$ cat src/rtl/irqc_pkg.sv
package irqc_pkg;
  localparam int NVEC = 7;
  localparam int NREQ = 10;
  localparam int VW   = $clog2(NVEC);

  typedef enum logic [1:0] {
    NEST_BASE = 2'b00,
    NEST_LOW  = 2'b01,
    NEST_HIGH = 2'b10
  } nest_t;

  // request flag positions
  localparam int F_TICK  = 0;
  localparam int F_P4    = 1;
  localparam int F_P0    = 2;
  localparam int F_P1    = 3;
  localparam int F_SIO   = 4;
  localparam int F_TMR   = 5;
  localparam int F_CE    = 6;
  localparam int F_GATE  = 7;
  localparam int F_KEY   = 8;
  localparam int F_WATCH = 9;

  // fold request flags into per-vector pending bits
  function automatic logic [NVEC-1:0] vec_pend(input logic [NREQ-1:0] f);
    vec_pend = {f[F_GATE], f[F_CE], f[F_TMR], f[F_SIO], f[F_P1], f[F_P0],
                f[F_TICK] | f[F_P4]};
  endfunction
endpackage

$ cat src/rtl/irqc_sync.sv
module irqc_sync #(
  parameter int W      = 1,
  parameter int STAGES = 2
) (
  input  logic         clk,
  input  logic         rst_n,
  input  logic [W-1:0] d,
  output logic [W-1:0] q
);
  logic [W-1:0] stg_q [STAGES];

  always_ff @(posedge clk or negedge rst_n) begin
    if (!rst_n) begin
      for (int i = 0; i < STAGES; i++) stg_q[i] <= '0;
    end else begin
      stg_q[0] <= d;
      for (int i = 1; i < STAGES; i++) stg_q[i] <= stg_q[i-1];
    end
  end

  assign q = stg_q[STAGES-1];
endmodule

$ cat src/rtl/irqc_glitch.sv
module irqc_glitch #(
  parameter int DIV = 8
) (
  input  logic clk,
  input  logic rst_n,
  input  logic din,
  output logic dout
);
  localparam int CW = (DIV > 1) ? $clog2(DIV) : 1;

  logic [CW-1:0] cnt_q, cnt_d;
  logic [1:0]    hist_q, hist_d;
  logic          out_q, out_d;
  logic          tick;

  always_comb begin
    tick   = (cnt_q == CW'(DIV - 1));
    cnt_d  = tick ? '0 : cnt_q + 1'b1;
    hist_d = hist_q;
    out_d  = out_q;
    if (tick) begin
      hist_d = {hist_q[0], din};
      if (hist_d[1] == hist_d[0]) out_d = hist_d[0];
    end
  end

  always_ff @(posedge clk or negedge rst_n) begin
    if (!rst_n) begin
      cnt_q  <= '0;
      hist_q <= '0;
      out_q  <= 1'b0;
    end else begin
      cnt_q  <= cnt_d;
      hist_q <= hist_d;
      out_q  <= out_d;
    end
  end

  assign dout = out_q;

  // filtered level moves only on a sample edge
  a_r8_change_on_sample: assert property (@(posedge clk) disable iff (!rst_n)
    !$stable(out_q) |-> $past(tick));
endmodule

$ cat src/rtl/irqc_pick.sv
module irqc_pick
  import irqc_pkg::*;
(
  input  logic [NVEC-1:0] pend,
  input  logic [VW-1:0]   prio,
  input  nest_t           nest,
  output logic            grant,
  output logic [VW-1:0]   gidx,
  output logic            ghigh
);
  logic            hi_valid;
  logic [VW-1:0]   hidx;
  logic [NVEC-1:0] allow;

  always_comb begin
    hi_valid = (prio != '0);
    hidx     = prio - 1'b1;
    allow    = '0;
    unique case (nest)
      NEST_BASE: allow = pend;
      NEST_LOW:  if (hi_valid) allow = pend & (NVEC'(1) << hidx);
      default:   allow = '0;
    endcase
    grant = |allow;
    gidx  = '0;
    ghigh = 1'b0;
    for (int i = NVEC - 1; i >= 0; i--) begin
      if (allow[i]) gidx = VW'(i);
    end
    if (hi_valid && allow[hidx]) begin
      gidx  = hidx;
      ghigh = 1'b1;
    end
  end
endmodule

$ cat src/rtl/vect_irq_ctrl.sv
module vect_irq_ctrl
  import irqc_pkg::*;
#(
  parameter int SYNC_STAGES = 2,
  parameter int FILT_DIV    = 8,
  parameter int NKEY        = 4
) (
  input  logic            clk,
  input  logic            rst_n,
  input  logic            pin_int0_i,
  input  logic            pin_int1_i,
  input  logic            pin_int2_i,
  input  logic            pin_int4_i,
  input  logic [NKEY-1:0] key_i,
  input  logic            ce_i,
  input  logic            tick_i,
  input  logic            sio_done_i,
  input  logic            tmr_match_i,
  input  logic            gate_close_i,
  input  logic            watch_i,
  input  logic [1:0]      edge_sel_i,
  input  logic [NVEC-1:0] en_i,
  input  logic            ime_i,
  input  logic [VW-1:0]   prio_i,
  input  logic [NREQ-1:0] clr_i,
  input  logic            ret_i,
  output logic            take_o,
  output logic [VW-1:0]   vec_o,
  output logic [1:0]      nest_o,
  output logic [NREQ-1:0] req_o,
  output logic            wake_o
);
  localparam int P_I0   = 0;
  localparam int P_I1   = 1;
  localparam int P_I2   = 2;
  localparam int P_I4   = 3;
  localparam int P_CE   = 4;
  localparam int P_KEY  = 5;
  localparam int NPIN   = P_KEY + NKEY;
  localparam int STK    = 2;

  // reset: asserted asynchronously, released on a clock edge
  logic rst_q;
  irqc_sync #(.W(1), .STAGES(2)) u_rst (
    .clk(clk), .rst_n(rst_n), .d(1'b1), .q(rst_q));

  // pin synchronizers
  logic [NPIN-1:0] pin_s;
  irqc_sync #(.W(NPIN), .STAGES(SYNC_STAGES)) u_pins (
    .clk(clk), .rst_n(rst_q),
    .d({key_i, ce_i, pin_int4_i, pin_int2_i, pin_int1_i, pin_int0_i}),
    .q(pin_s));

  logic p0_flt;
  irqc_glitch #(.DIV(FILT_DIV)) u_flt (
    .clk(clk), .rst_n(rst_q), .din(pin_s[P_I0]), .dout(p0_flt));

  // state
  logic [NPIN-1:1] prev_q;
  logic            flt_prev_q;
  logic [NREQ-1:0] req_q, req_d;
  logic            wake_q, wake_d;
  logic            take_q, take_d;
  logic [VW-1:0]   vec_q, vec_d;
  nest_t           nest_q, nest_d;
  nest_t           stk_q [STK];
  nest_t           stk_d [STK];

  // edge events
  logic [NREQ-1:0] set_ev;
  logic            keys_now, keys_was;

  always_comb begin
    keys_now = &pin_s[NPIN-1:P_KEY];
    keys_was = &prev_q[NPIN-1:P_KEY];
    set_ev = '0;
    set_ev[F_TICK]  = tick_i;
    set_ev[F_P4]    = pin_s[P_I4] ^ prev_q[P_I4];
    set_ev[F_P0]    = edge_sel_i[0] ? (p0_flt & ~flt_prev_q) : (~p0_flt & flt_prev_q);
    set_ev[F_P1]    = edge_sel_i[1] ? (pin_s[P_I1] & ~prev_q[P_I1])
                                    : (~pin_s[P_I1] & prev_q[P_I1]);
    set_ev[F_SIO]   = sio_done_i;
    set_ev[F_TMR]   = tmr_match_i;
    set_ev[F_CE]    = ~pin_s[P_CE] & prev_q[P_CE];
    set_ev[F_GATE]  = gate_close_i;
    set_ev[F_KEY]   = (pin_s[P_I2] & ~prev_q[P_I2]) | (keys_was & ~keys_now);
    set_ev[F_WATCH] = watch_i;
  end

  // arbitration
  logic [NVEC-1:0] pend;
  logic            grant, ghigh, do_take;
  logic [VW-1:0]   gidx;

  assign pend = vec_pend(req_q) & en_i & {NVEC{ime_i}};

  irqc_pick u_pick (
    .pend(pend), .prio(prio_i), .nest(nest_q),
    .grant(grant), .gidx(gidx), .ghigh(ghigh));

  assign do_take = grant & ~ret_i;

  // next state
  logic [NREQ-1:0] hw_clr;

  always_comb begin
    hw_clr = '0;
    for (int v = 1; v < NVEC; v++) begin
      if (do_take && gidx == VW'(v)) hw_clr[v+1] = 1'b1;
    end
    req_d  = (req_q & ~clr_i & ~hw_clr) | set_ev;
    wake_d = |(set_ev & ~req_q);
    take_d = do_take;
    vec_d  = do_take ? gidx : vec_q;
    nest_d = nest_q;
    for (int i = 0; i < STK; i++) stk_d[i] = stk_q[i];
    if (do_take) begin
      nest_d   = ghigh ? NEST_HIGH : NEST_LOW;
      stk_d[0] = nest_q;
      for (int i = 1; i < STK; i++) stk_d[i] = stk_q[i-1];
    end else if (ret_i && nest_q != NEST_BASE) begin
      nest_d = stk_q[0];
      for (int i = 0; i < STK - 1; i++) stk_d[i] = stk_q[i+1];
      stk_d[STK-1] = NEST_BASE;
    end
  end

  // registers
  always_ff @(posedge clk or negedge rst_q) begin
    if (!rst_q) begin
      prev_q     <= '0;
      flt_prev_q <= 1'b0;
      req_q      <= '0;
      wake_q     <= 1'b0;
      take_q     <= 1'b0;
      vec_q      <= '0;
      nest_q     <= NEST_BASE;
      for (int i = 0; i < STK; i++) stk_q[i] <= NEST_BASE;
    end else begin
      prev_q     <= pin_s[NPIN-1:1];
      flt_prev_q <= p0_flt;
      req_q      <= req_d;
      wake_q     <= wake_d;
      take_q     <= take_d;
      vec_q      <= vec_d;
      nest_q     <= nest_d;
      for (int i = 0; i < STK; i++) stk_q[i] <= stk_d[i];
    end
  end

  assign take_o = take_q;
  assign vec_o  = vec_q;
  assign nest_o = nest_q;
  assign req_o  = req_q;
  assign wake_o = wake_q;

  // a grant needs master enable and the vector's enable
  a_r4_enabled_grant: assert property (@(posedge clk) disable iff (!rst_q)
    take_o |-> ($past(ime_i) && (($past(en_i) & (NVEC'(1) << vec_o)) != '0)));

  // top level blocks all grants
  a_r5_top_blocks: assert property (@(posedge clk) disable iff (!rst_q)
    take_o |-> ($past(nest_o) != 2'b10));

  // every grant leaves the base level
  a_r5_grant_nests: assert property (@(posedge clk) disable iff (!rst_q)
    take_o |-> (nest_o != 2'b00));

  // only three legal levels
  a_r5_legal_level: assert property (@(posedge clk) disable iff (!rst_q)
    nest_o != 2'b11);

  // no grant in a return cycle
  a_r11_ret_no_take: assert property (@(posedge clk) disable iff (!rst_q)
    $past(ret_i) |-> !take_o);

  // a newly set flag comes with a wake pulse
  a_r10_wake_on_set: assert property (@(posedge clk) disable iff (!rst_q)
    (|(req_o & ~$past(req_o))) |-> wake_o);

  // quasi flags survive unless software clears them
  a_r6_key_held: assert property (@(posedge clk) disable iff (!rst_q)
    (req_o[F_KEY] && !clr_i[F_KEY]) |=> req_o[F_KEY]);

  a_r6_watch_held: assert property (@(posedge clk) disable iff (!rst_q)
    (req_o[F_WATCH] && !clr_i[F_WATCH]) |=> req_o[F_WATCH]);
endmodule

$ cat config.mk
export PLATFORM = sky130hd
export DESIGN_NAME = vect_irq_ctrl
export DESIGN_NICKNAME = d
export VERILOG_FILES = /design/src/rtl/irqc_pkg.sv /design/src/rtl/irqc_sync.sv /design/src/rtl/irqc_glitch.sv /design/src/rtl/irqc_pick.sv /design/src/rtl/vect_irq_ctrl.sv
export SDC_FILE = /design/constraint.sdc
export NUM_CORES = 1
export LEC_CHECK = 0
export BUFFER_PORTS_ARGS = -buffer_cell sky130_fd_sc_hd__buf_2
export CORE_MARGIN = 1
export CORE_UTILIZATION = 53
export DETAILED_ROUTE_END_ITERATION = 8
export PLACE_DENSITY_LB_ADDON = 0.3
export REMOVE_ABC_BUFFERS = 1
export SLEW_MARGIN = 20
export SYNTH_ARGS = -nofsm -noshare
export SYNTH_HDL_FRONTEND = slang
export SYNTH_SLANG_ARGS = --single-unit
$ cat constraint.sdc
create_clock -name clk -period 2.2 [get_ports clk]
set_input_delay 0.22 -clock clk [delete_from_list [all_inputs] [get_ports clk]]
set_output_delay 0.22 -clock clk [all_outputs]
set_load 0.02 [all_outputs]
; ---- Word level (Yosys, flattened, before mapping)
; Index checks and enable logic that the tools add are counted.
[totals]
reg_bits = 55
in_bits = 40
output_inout_bits = 17
elab_cells = 102
[classes]
n_addsub = 2
n_lt_le_gt_ge = 1
eq_ne = 9
shift = 1
mux = 27
bitwise_logic = 29
reduce_logical = 17
[ops]
columns = op, count
row1 = 10-bit AND, 3
row2 = 3-bit two-way mux, 9
row3 = 7-bit AND, 3
row4 = 10-bit NOT, 2
row5 = 7-bit one-hot mux with 2 select lines, 1
row6 = 3-bit == test (second input constant), 4
row7 = 1-bit two-way mux, 10
row8 = 8-bit NOT with 10-bit output, 1
row9 = 10-bit OR, 1
row10 = 10-bit OR reduction, 1
row11 = 1-bit AND, 8
row12 = 1-bit logical AND, 8
row13 = 4-bit two-way mux, 2
row14 = 1-bit NOT, 8
row15 = 4-bit AND reduction, 2
row16 = 7-bit two-way mux, 1
row17 = 7-bit OR reduction, 1
row18 = 1-bit by 3-bit left shift with 7-bit output (first input constant), 1
row19 = 3-bit by 2-bit == test with 1-bit output (second input constant), 2
row20 = 2-bit two-way mux, 3
row21 = 3-bit by 4-bit < comparator with 1-bit output (second input constant), 1
row22 = 2-bit nonzero test, 2
row23 = 3-bit by 1-bit adder with 3-bit output (second input constant), 1
row24 = 1-bit binary-select mux with 3-bit select, 1
row25 = 9 further kinds, 10

; ---- Depth between registers and ports, before layout
; Gate-level depths: netlist of the first run.
[logic_depth]
word_depth = 20
ltp_mapped = 11
ltp_nobuf = 11

; ---- Modules after synthesis
; From an unflattened synthesis of the first run, not the netlist that was laid out.
[hier_totals]
cells_unflattened = 236
area_unflattened_um2 = 2578.7
[by_module_without_submodules]
columns = mod, instances, cells_each, area_per_inst_um2, seq_area_each_um2
row1 = vect_irq_ctrl, 1, 123, 1315.0, 750.7
row2 = irqc_sync at u_pins, 1, 27, 518.0, 450.4
row3 = irqc_pick, 1, 72, 508.0, 0.0
row4 = irqc_glitch, 1, 12, 187.7, 125.1
row5 = irqc_sync at u_rst, 1, 2, 50.0, 50.0

; ---- Worst setup path after synthesis of the first run
; Ideal clock, no wire load.
[synth_timing]
kind = input-to-reg
from = in prio_i[0]
to = reg req_q[4], in the netlist req_o[4]
arrival_ns = 2.327
required_time_ns = 2.074
path_slack_ns = -0.253
path_stages = 8
path_cell_list = inv_1 ha_1 ha_1 o31a_1 or2_4 a31o_1 or3_4 a221o_1
[synth_via]
elab_chain_cells = 19
word_cells_on_any_way = 25
[synth_rtl]
columns = item, line
row1 = start: declaration, vect_irq_ctrl.sv:24  ; input logic [VW-1:0] prio_i,
row2 = 3-bit by 1-bit subtractor with 3-bit output, irqc_pick.sv:17  ; hidx = prio - 1'b1;
row3 = 1-bit by 3-bit left shift with 7-bit output, irqc_pick.sv:21  ; NEST_LOW: if (hi_valid) allow = pend & (NVEC'(1) << hidx);
row4 = 7-bit AND, irqc_pick.sv:21
row5 = 7-bit two-way mux, irqc_pick.sv:21
row6 = 7-bit one-hot mux with 2 select lines, irqc_pick.sv:19  ; unique case (nest)
row7 = 3-bit two-way mux (7 in series), irqc_pick.sv:28  ; if (allow[i]) gidx = VW'(i);
row8 = 3-bit two-way mux, irqc_pick.sv:30  ; if (hi_valid && allow[hidx]) begin
row9 = 3-bit by 2-bit == test with 1-bit output, vect_irq_ctrl.sv:109  ; if (do_take && gidx == VW'(v)) hw_clr[v+1] = 1'b1;
row10 = 1-bit logical AND (*), vect_irq_ctrl.sv:109
row11 = 1-bit two-way mux (*), vect_irq_ctrl.sv:109
row12 = 8-bit NOT with 10-bit output (*), vect_irq_ctrl.sv:111  ; req_d = (req_q & ~clr_i & ~hw_clr) | set_ev;
row13 = 10-bit AND (*), vect_irq_ctrl.sv:111
row14 = 10-bit OR (*), vect_irq_ctrl.sv:111
row15 = via req_d[4], vect_irq_ctrl.sv:61  ; logic [NREQ-1:0] req_q, req_d;
row16 = end signal: assignment, vect_irq_ctrl.sv:142  ; req_q <= req_d;
row17 = end: declaration, vect_irq_ctrl.sv:61
; Mark *: on every way through the listed nets, which the timed path passes. The rest lies on a longest branch. The select of a mux whose other input is x is not followed.
; A chain may end at the register's enable or synchronous reset.

; ---- Worst setup path after layout of the first run
[layout_timing]
from = in prio_i[0]
to = reg req_q[5], in the netlist req_o[5]
[layout_via]
elab_chain_cells = 19
word_cells_on_any_way = 25
[layout_rtl]
columns = item, line
row1 = 3-bit by 1-bit subtractor with 3-bit output, irqc_pick.sv:17
row2 = 1-bit by 3-bit left shift with 7-bit output, irqc_pick.sv:21
row3 = 7-bit AND, irqc_pick.sv:21
row4 = 7-bit two-way mux, irqc_pick.sv:21
row5 = 7-bit one-hot mux with 2 select lines, irqc_pick.sv:19
row6 = 3-bit two-way mux (7 in series), irqc_pick.sv:28
row7 = 3-bit two-way mux, irqc_pick.sv:30
row8 = 3-bit == test, vect_irq_ctrl.sv:109
row9 = 1-bit logical AND (*), vect_irq_ctrl.sv:109
row10 = 1-bit two-way mux (*), vect_irq_ctrl.sv:109
row11 = 8-bit NOT with 10-bit output (*), vect_irq_ctrl.sv:111
row12 = 10-bit AND (*), vect_irq_ctrl.sv:111
row13 = 10-bit OR (*), vect_irq_ctrl.sv:111
row14 = via req_d[5], vect_irq_ctrl.sv:61
; Marks and branches as above.

==> run metrics, run 1 <==
DR top layer=met4; first-pass GRT wire length=9.52 mm; PD cells=896 nW/um^2; Final #Nets=385; Post-synth ARST share=100%; pin count of the biggest net entering global routing=20; most frequent cells after synthesis=55 x dfrtp_1, 19 x inv_1, 17 x o21ai_0, 15 x nand2_1; vias=2210; P_leak=1.65 nW; run status=finished clean; clock group share of total power=22.3%; chip width=70.4 um; Util after Layout=77.2%; CTS HTree Levels=2; synth-to-layout area growth=37.6%; Seq/Total Area, Yosys=55.6%; Std-Cell Rows=24; Routed Antenna Nets=0; Cell variety after synth=57; Fmax achieved=465 MHz; I/O pin count=57; CTS sink count=55; CTS clock-pin slew for the worst setup and hold paths=100 ps; CP Capture Type=register; routability cong.=0.968; DR pass1 iterations=5; setup_tns=0 ps; starting density of the core=56.1%; post-place setup slack=-425 ps; vias in the first global route=2101; Crit Path Max Fanout=7; n_diodes=0; Synth Flop Type=dfrtp_1; Avg Cell Area, Syn=11.0 um^2; WL met2=3.03 mm; Data required, critical path=2450 ps; Mapped Cells=226; CTS max path bufs=2; drc violations=0; Pint=2.01 mW; Hold Slack=20.6 ps; crit path kind=input port to register; Core Footprint=4410 um^2; Setup-failing EPs final=0; Worst EP arrival=2400 ps; max cap viols=0; die height=70.4 um; GR Overflow Total=0; Post-synth EDFFs=0; post-synth top area share=55.6%; antenna violations before repair=0; Synth area leaders=dfrtp_1 56%, ha_1 4.0%, o21ai_0 3.4%; routed len/inst=15.5 um; HP Class=input port to register; post-DP HPWL=4.39 mm; setup ws final=47.4 ps; Sw Pwr=1.05 mW; final wirelength=6.03 mm; post-synth top area cell=dfrtp_1; Pins Over Slew Limit=0; cell area after placement=3080 um^2; Die Area=4950 um^2; clk_lat worst skew=310 ps; synthesized flop and latch total=55; RSZ-0062 raised after global routing=yes; final std cells w/o fill=390; placed insts=368; CTS Root Cell=clkbuf_8; VDD IR-drop max=854 uV; synthesized area=2480 um^2; DR WL met3=336 um; Reg power frac=40.5%; final hold violations=0; Iteration-0 DRC Markers=175; Final period util=97.8%; Worst Skew=7.96 ps; Yosys warnings=0; share of cells above drive strength 1=37.9%; Num CTS Buffers=5; count leader, synth=dfrtp_1; Logic pwr share=37.1%; TritonCTS clock tree=done; DR vias/cell=5.67; GRT Util Overall=25.0%; overall power=3.05 mW; IO buf count=56; Tmin final=2150 ps; final instance area=3410 um^2; Setup crit start kind=input port; sw frac=34.3%; met1 WL=2.44 mm
-- state kept, by name (all words and copies together), names as in the netlist, 2 cells and up --
register	count
nest_o	2
prev_q	8
req_o	10
stk_q	4
u_flt.cnt_q	3
u_pins.q	9
u_pins.stg_q	9
vec_o	3
-- layout by cell type (no fill, tap or decap), types with 6 or more instances in the layout --
| cell type | count |
|---|---|
| a21oi_1 | 11 |
| buf_2 | 56 |
| buf_4 | 37 |
| dfrtp_1 | 54 |
| dlygate4sd3_1 | 9 |
| inv_1 | 18 |
| nand2_1 | 15 |
| nand3_1 | 6 |
| nor2_1 | 10 |
| nor2b_1 | 6 |
| o21ai_0 | 12 |
-- power by group through the flow --
stage / sequential, mW / combinational (mW) / clock (mW)
3_3_place_gp: 1.24 / 1.01 / 0
2_1_floorplan: 1.36 / 0.442 / 0
3_5_place_dp: 1.25 / 1.03 / 0
4_1_cts: 1.23 / 1.06 / 0.698
6_report: 1.24 / 1.13 / 0.682
5_1_grt: 1.25 / 1.23 / 0.732
-- layout make-up --
type,count,area [um^2]
flip-flops and latches,55,1380
fillers,289,1010
clock buffers,5,68.8
inverters,20,77.6
well taps,52,65.1
clock inverters,3,47.5
multi-input cells,149,1080
repair buffers,106,693
-- path summary, 6_finish.rpt --
kind,startpoint,end,slack (ps),cells past startpoint
worst max-delay path,prio_i[0],req_o[5],50,12
worst min-delay path,pin_int4_i,u_pins.stg_q[12],20,1
worst max register to register,nest_o[0],req_o[5],60,8
worst min register to register,u_rst.q,u_flt.dout,170,0
max in group asynchronous,u_rst.q,req_o[3],1450,1
min in group asynchronous,u_rst.q,u_flt.dout,170,0
-- cell families (layout without fill, tap and decap cells) --
logic type,after synthesis,after routing,synth area share (%)
AO/OA/AOI/OAI,68,68,19.3
XOR/XNOR,1,1,0.354
adder cells (fa/ha/maj),8,8,4.04
buffers and inverters,22,134,3.79
flip-flops,55,55,55.6
multiplexers,4,4,1.67
other,1,1,0.151
AND/OR/NAND/NOR,67,67,15.1
-- layer usage --
layer  track usage, %  up-vias
li1                 -     1039
met1             30.6     1048
met2             41.9      101
met3             4.76       22
met4             12.9        0
met5                0        -
-- critical path: stages --
cell and delay, ps:
buf_2 120, inv_2 70, buf_6 130, ha_4 130, nor2b_4 260, o21ai_2 90, a32oi_1 240, o21ai_2 100
a311o_2 430, buf_6 140, a311o_1 330, o21ai_1 130
-- repair_timing --
item / in CTS / in global routing
buffers inserted: 0 / 5
endpoints found under the hold margin: 8 / 2
setup endpoints to repair: 11 / 10
gates resized for setup: 5 / 19
hold buffers: 7 / 2
pin swaps: 1 / 9
(Power assumes the default switching activity.)
==> run 2, diff against run 1 <==
- CORE_ASPECT_RATIO: default -> 0.7
- CTS_CLUSTER_DIAMETER: default -> 80
==> run 2 against run 1 <==
Compared with the run above:
- worst setup slack got worse by 18 ps
- fmax shrank 0.84%
- final area about the same
- die area hardly changed
- flip-flop and latch count did not move
- first-iteration DRC count up 18%
- critical path depth unchanged
- via count rose by 1.7%
- non-clock buffer count grew 2
- clock power rose by 3%
- clock skew is 0.92 ps higher
- power is 1.9% higher
- critical path type unchanged
- critical endpoint is now req_o[6]
==> run metrics, run 2 (synthesized netlist as in run 1, its figures left out) <==
share of cells above drive strength 1=39.1% (+1.2 points); GRT Util Overall=26.7% (+1.7 points); CTS sink count=55 (unchanged); crit path kind=input port to register; routed len/inst=16.5 um (+6.8%); Worst EP arrival=2410 ps (about the same); vias=2248 (+1.7%); final hold violations=0 (unchanged); Data required, critical path=2440 ps (about the same); CP Capture Type=register; Tmin final=2170 ps (+18.3 ps); P_leak=1.66 nW (about the same); most common cell after layout, fill and taps aside=buf_2; most frequent cells in the layout=56 x buf_2, 52 x dfrtp_1, 42 x buf_4; pin count of the biggest net entering global routing=22 (+10%); CP max stage cell=a311o_1; DR vias/cell=5.69 (+0.43%); Setup crit start=prio_i[1]; antenna violations before repair=0 (unchanged); first-pass GRT wire length=9.89 mm (+4.0%); chip width=83.7 um (+19%); R2R Setup Slk=30 ps (-30 ps); CTS max path bufs=2 (unchanged); Num CTS Buffers=5 (unchanged); Core Footprint=4400 um^2 (-0.23%); overall power=3.11 mW (+1.9%); I/O pin count=57 (unchanged); vias in the first global route=2025 (-3.6%); Final #Nets=387 (+0.52%); starting density of the core=56.2% (+0.13 points); VDD IR-drop max=647 uV (-24%); HP Class=input port to register; Setup-failing EPs final=0 (unchanged); clk_lat worst skew=310 ps (about the same); IO buf count=56 (unchanged); max FFs per register=10 (unchanged); Worst Skew=8.89 ps (+0.922 ps); GR Overflow Total=0 (unchanged); final wirelength=6.52 mm (+8.2%); Fmax achieved=461 MHz (-0.84%); Final period util=98.7% (+0.83 points); Iteration-0 DRC Markers=207 (+18%); Crit Path Max Fanout=7 (unchanged); CTS Root Cell=clkbuf_8; R2R cell count=8 (unchanged); RSZ-0062 raised after global routing=yes; Setup crit start kind=input port; Critical Path End=req_o[6]; Pins Over Slew Limit=0 (unchanged); n_diodes=0 (unchanged); Critical Path, Cell by Cell=buf_2 -> inv_1 -> buf_4 -> ha_2 -> nor2b_4 -> o31a_1 -> o2bb2ai_1 -> and3_1 -> a311o_1 -> buf_6 -> a211o_1 -> o21ai_2; post-DP HPWL=4.70 mm (+7.0%); critical path depth=12 (unchanged); PD cells=913 nW/um^2 (+1.9%); max cap viols=0 (unchanged); CTS clock-pin slew for the worst setup and hold paths=100 ps (about the same); TritonCTS clock tree=done; synth-to-layout area growth=37.6% (about the same); Worst path max stage delay=400 ps (-30 ps); drc violations=0 (unchanged); worst path bufs/invs=4 (unchanged); placed insts=373 (+1.4%); die height=59.2 um (-16%); Die Area=4950 um^2 (about the same); Routed Antenna Nets=0 (unchanged); CP top delay family=compound AO/OA/AOI/OAI gates; CTS HTree Levels=2 (unchanged); DR pass1 iterations=5 (unchanged); routability cong.=0.931 (-3.8%); Std-Cell Rows=20 (-17%); worst r2r dst=req_o[6]; final instance area=3410 um^2 (about the same); run status=finished clean; final std cells w/o fill=395 (+1.3%); cell area after placement=3100 um^2 (+0.61%); R2R Path Start=nest_o[0]
run 2: cell count changes in the layout (fill, tap and decap cells not counted), sizes merged:
cell / before / now
dlygate4sd3: 9 / 8
buf: 97 / 100
clkinv: 1 / 0
inv: 21 / 22
run 2: through the flow:
stage	util (%)	setup WS (ps)	hold WS, ps	setup TNS (ps)
CTS	74.0	0.413	0.0168	0
detailed placement	70.3	-364	8.38	-4390
global route	77.4	-91.7	2.27	-331
finish	77.4	29.2	6.41	0
global placement	70.3	-301	6.06	-3340
floorplan	-	-253	-75.6	-1240
run 2: where the power goes:
part	leakage (nW)	switching (mW)	internal, mW
sequential	0.656	0.105	1.14
combinational	0.940	0.620	0.548
clock	0.0607	0.350	0.351
run 2: worst min-delay path by stage:
stage	startpoint	end	cells past startpoint
2_1_floorplan	rst_n	u_rst.q	0
3_3_place_gp	rst_n	u_rst.stg_q[1]	1
3_5_place_dp	rst_n	u_rst.stg_q[1]	1
4_1_cts	key_i[0]	u_pins.stg_q[14]	1
5_1_grt	key_i[1]	u_pins.stg_q[15]	1
6_report	key_i[1]	u_pins.stg_q[15]	1
run 2: cell type report:
type	instances	area [um^2]
clock inverter	3	50.0
fill	281	997
tap	55	68.8
sequential	55	1380
multi-input combinational	149	1060
inverter	20	77.6
timing repair buffer	108	698
clock buffer	5	68.8
run 2: timing repair:
item | 4_1_cts | 5_1_grt
endpoints found under the hold margin | 4 | 5
pin swaps | 0 | 10
buffers inserted | 0 | 6
gates cloned | 0 | 0
resized for setup | 2 | 20
hold buffers | 3 | 5
setup endpoints to repair | 6 | 11
run 2: routing by layer:
metal | vias to the layer above | track usage, % | wire [um]
met2 | 98 | 44.0 | 3090
li1 | 1045 | - | -
met4 | 0 | 5.57 | 121
met1 | 1088 | 37.8 | 2860
met3 | 17 | 5.01 | 453
met5 | - | 0 | 0
==> run 3, diff against run 2 <==
- CORE_UTILIZATION: 53 -> 57
- clock period: 2.2 -> 2.7 ns (I/O delays scaled with it)
==> run 3 against run 2 <==
Compared with the run above:
- global-route usage grew 0.082 points
- die area down 6.8%
- via count decreased by 9.7%
- clock skew shrank 3.0 ps
- final area fell by 12%
- largest power group unchanged
- non-clock buffer count is 40 lower
- cell count fell by 11%
- worst hold slack better by 60 ps
==> run metrics, run 3 (synthesized netlist as in run 1, its figures left out) <==
Pint=1.43 mW (-30%); sw frac=35.1% (+0.55 points); Worst path max stage delay=390 ps (about the same); cell area after placement=2890 um^2 (-6.7%); Final period util=94.4%; number of fill cells=304 (+8.2%); Post-CTS Setup Repair Bufs=0 (unchanged); final std cells w/o fill=352 (-11%); CTS resizes=0 (-2); CTS sink count=55 (unchanged); final wirelength=5.56 mm (-15%); HP Class=input port to register; max FFs per register=10 (unchanged); hold path depth=1 (unchanged); Crit path top cell by count=ha_1; GRT Util Overall=26.7% (+0.082 points); GR Overflow Total=0 (unchanged); R2R Path Start=nest_o[0]; DR vias/cell=5.77 (+1.3%); Final #Nets=347 (-10%); Data required, critical path=2890 ps (+450 ps); placed insts=343 (-8.0%); routed len/inst=15.8 um (-4.4%); Worst Skew=5.89 ps (-2.99 ps); CTS Root Cell=clkbuf_8; slew margin rel.=59.8%; Num CTS Buffers=5 (unchanged); clk_lat worst skew=300 ps (about the same); I/O pin count=57 (unchanged); die height=57.1 um (-3.4%); post-DP HPWL=4.47 mm (-4.9%); CTS max path bufs=2 (unchanged); Crit Path Max Fanout=8 (+1); hold_sp=key_i[0]; CP Capture Type=register; run status=finished clean; CTS clock-pin slew for the worst setup and hold paths=90 ps (about the same); pin count of the biggest net entering global routing=30 (+36%); antenna violations before repair=0 (unchanged); vias in the first global route=1937 (-4.3%); Die Area=4620 um^2 (-6.8%); RSZ-0062 raised after global routing=no; Critical Path, Cell by Cell=buf_2 -> inv_1 -> ha_1 -> ha_1 -> nand2b_1 -> o21ai_0 -> a31oi_1 -> a31o_1 -> or3_4 -> a221o_1; R2R Setup Slk=280 ps (+250 ps); share of cells above drive strength 1=28.3% (-11 points); IO buf count=56 (unchanged); Least-Margin Pin Slew=603 ps; Reg power frac=46.3% (+6.4 points); most frequent cells in the layout=56 x buf_2, 54 x dfrtp_1, 19 x inv_1; drc violations=0 (unchanged); Pins Over Slew Limit=0 (unchanged); max cap viols=0 (unchanged); Sw Pwr=0.776 mW (-28%); VDD IR-drop max=526 uV (-19%); CTS HTree Levels=2 (unchanged); starting density of the core=61.3% (+5.0 points); worst hold endpoint=u_pins.stg_q[14]; synth-to-layout area growth=21.2%; worst r2r dst=req_o[5]; Std-Cell Rows=19 (-5.0%); DR pass1 iterations=4 (-1); Core Footprint=4040 um^2 (-8.2%); Logic pwr share=32.3% (-5.2 points); PD cells=737 nW/um^2 (-19%); Fmax achieved=392 MHz; R2R cell count=9 (+1); final hold violations=0 (unchanged); Routed Antenna Nets=0 (unchanged); TritonCTS clock tree=done; Hold Buf Count CTS=1 (-2); most common cell after layout, fill and taps aside=buf_2; n_diodes=0 (unchanged); crit path kind=input port to register; P_leak=1.45 nW (-12%); clock group share of total power=21.4% (-1.1 points); Worst EP arrival=2740 ps (+330 ps); Setup crit start kind=input port; Tmin final=2550 ps; Iteration-0 DRC Markers=154 (-26%); first-pass GRT wire length=8.97 mm (-9.3%); chip width=80.8 um (-3.5%); final instance area=3000 um^2 (-12%); Setup-failing EPs final=0 (unchanged); routability cong.=0.911 (-2.2%); vias=2030 (-9.7%); CP max stage cell=or3_4
-- run 3: cell count changes in the layout (fill, tap and decap cells not counted), sizes merged --
cell,change
clkbuf,+1
inv,-1
bufinv,-1
clkinvlp,+1
buf,-33
dlygate4sd3,-7
-- run 3: layer usage --
metal / share of wire (%) / global-route usage [%] / routed length (um) / up-vias
met5: 0 / 0 / 0 / -
met4: 2.8 / 11.0 / 157 / 0
met3: 8.7 / 5.92 / 482 / 18
met2: 45 / 40.7 / 2480 / 97
met1: 44 / 37.8 / 2440 / 949
li1: - / - / - / 966
-- run 3: worst max-delay path by stage --
stage / to / slack [ps] / depth (start not counted) / from
after floorplan: req_o[4] / 200 / 8 / prio_i[0]
after global placement: req_o[4] / 60 / 10 / prio_i[1]
after detailed placement: req_o[4] / -110 / 10 / prio_i[1]
after CTS: req_o[4] / 210 / 10 / prio_i[1]
after global routing: req_o[4] / 70 / 10 / prio_i[1]
final: req_o[4] / 150 / 10 / prio_i[1]
-- run 3: area by class of cell --
class	instances	area (um^2)	share of cell area [%]
inverters	20	77.6	2.59
clock inverters	2	18.8	0.626
flip-flops and latches	55	1380	45.9
clock buffers	6	82.6	2.75
well taps	52	65.1	2.17
repair buffers	68	373	12.4
multi-input cells	149	1010	33.5
-- run 3: metrics by stage --
| stage | total power, mW | setup TNS, ps | util (%) | hold slack [ps] | setup WS (ps) |
|---|---|---|---|---|---|
| 2_1_floorplan | 1.47 | 0 | - | -25.6 | 197 |
| 3_3_place_gp | 1.72 | 0 | 71.5 | 57.9 | 61.3 |
| 3_5_place_dp | 1.74 | -302 | 71.5 | 59.7 | -106 |
| 4_1_cts | 2.21 | 0 | 74.2 | 56.9 | 215 |
| 5_1_grt | 2.33 | 0 | 74.2 | 46.3 | 73.9 |
| 6_report | 2.21 | 0 | 74.2 | 66.0 | 150 |
-- run 3: critical path: cells and delay by family --
kind	cells	cell delay, ps
AO/OA/AOI/OAI	4	1160
adder cells (fa/ha/maj)	2	580
buffers and inverters	2	170
AND/OR/NAND/NOR	2	560
-- run 3: power by group through the flow --
stage               Combinational, mW  Sequential, mW  Clock [mW]
floorplan                       0.360            1.11           0
global placement                0.685            1.03           0
detailed placement              0.702            1.04           0
CTS                             0.707            1.02       0.485
global route                    0.775            1.04       0.520
finish                          0.714            1.02       0.474
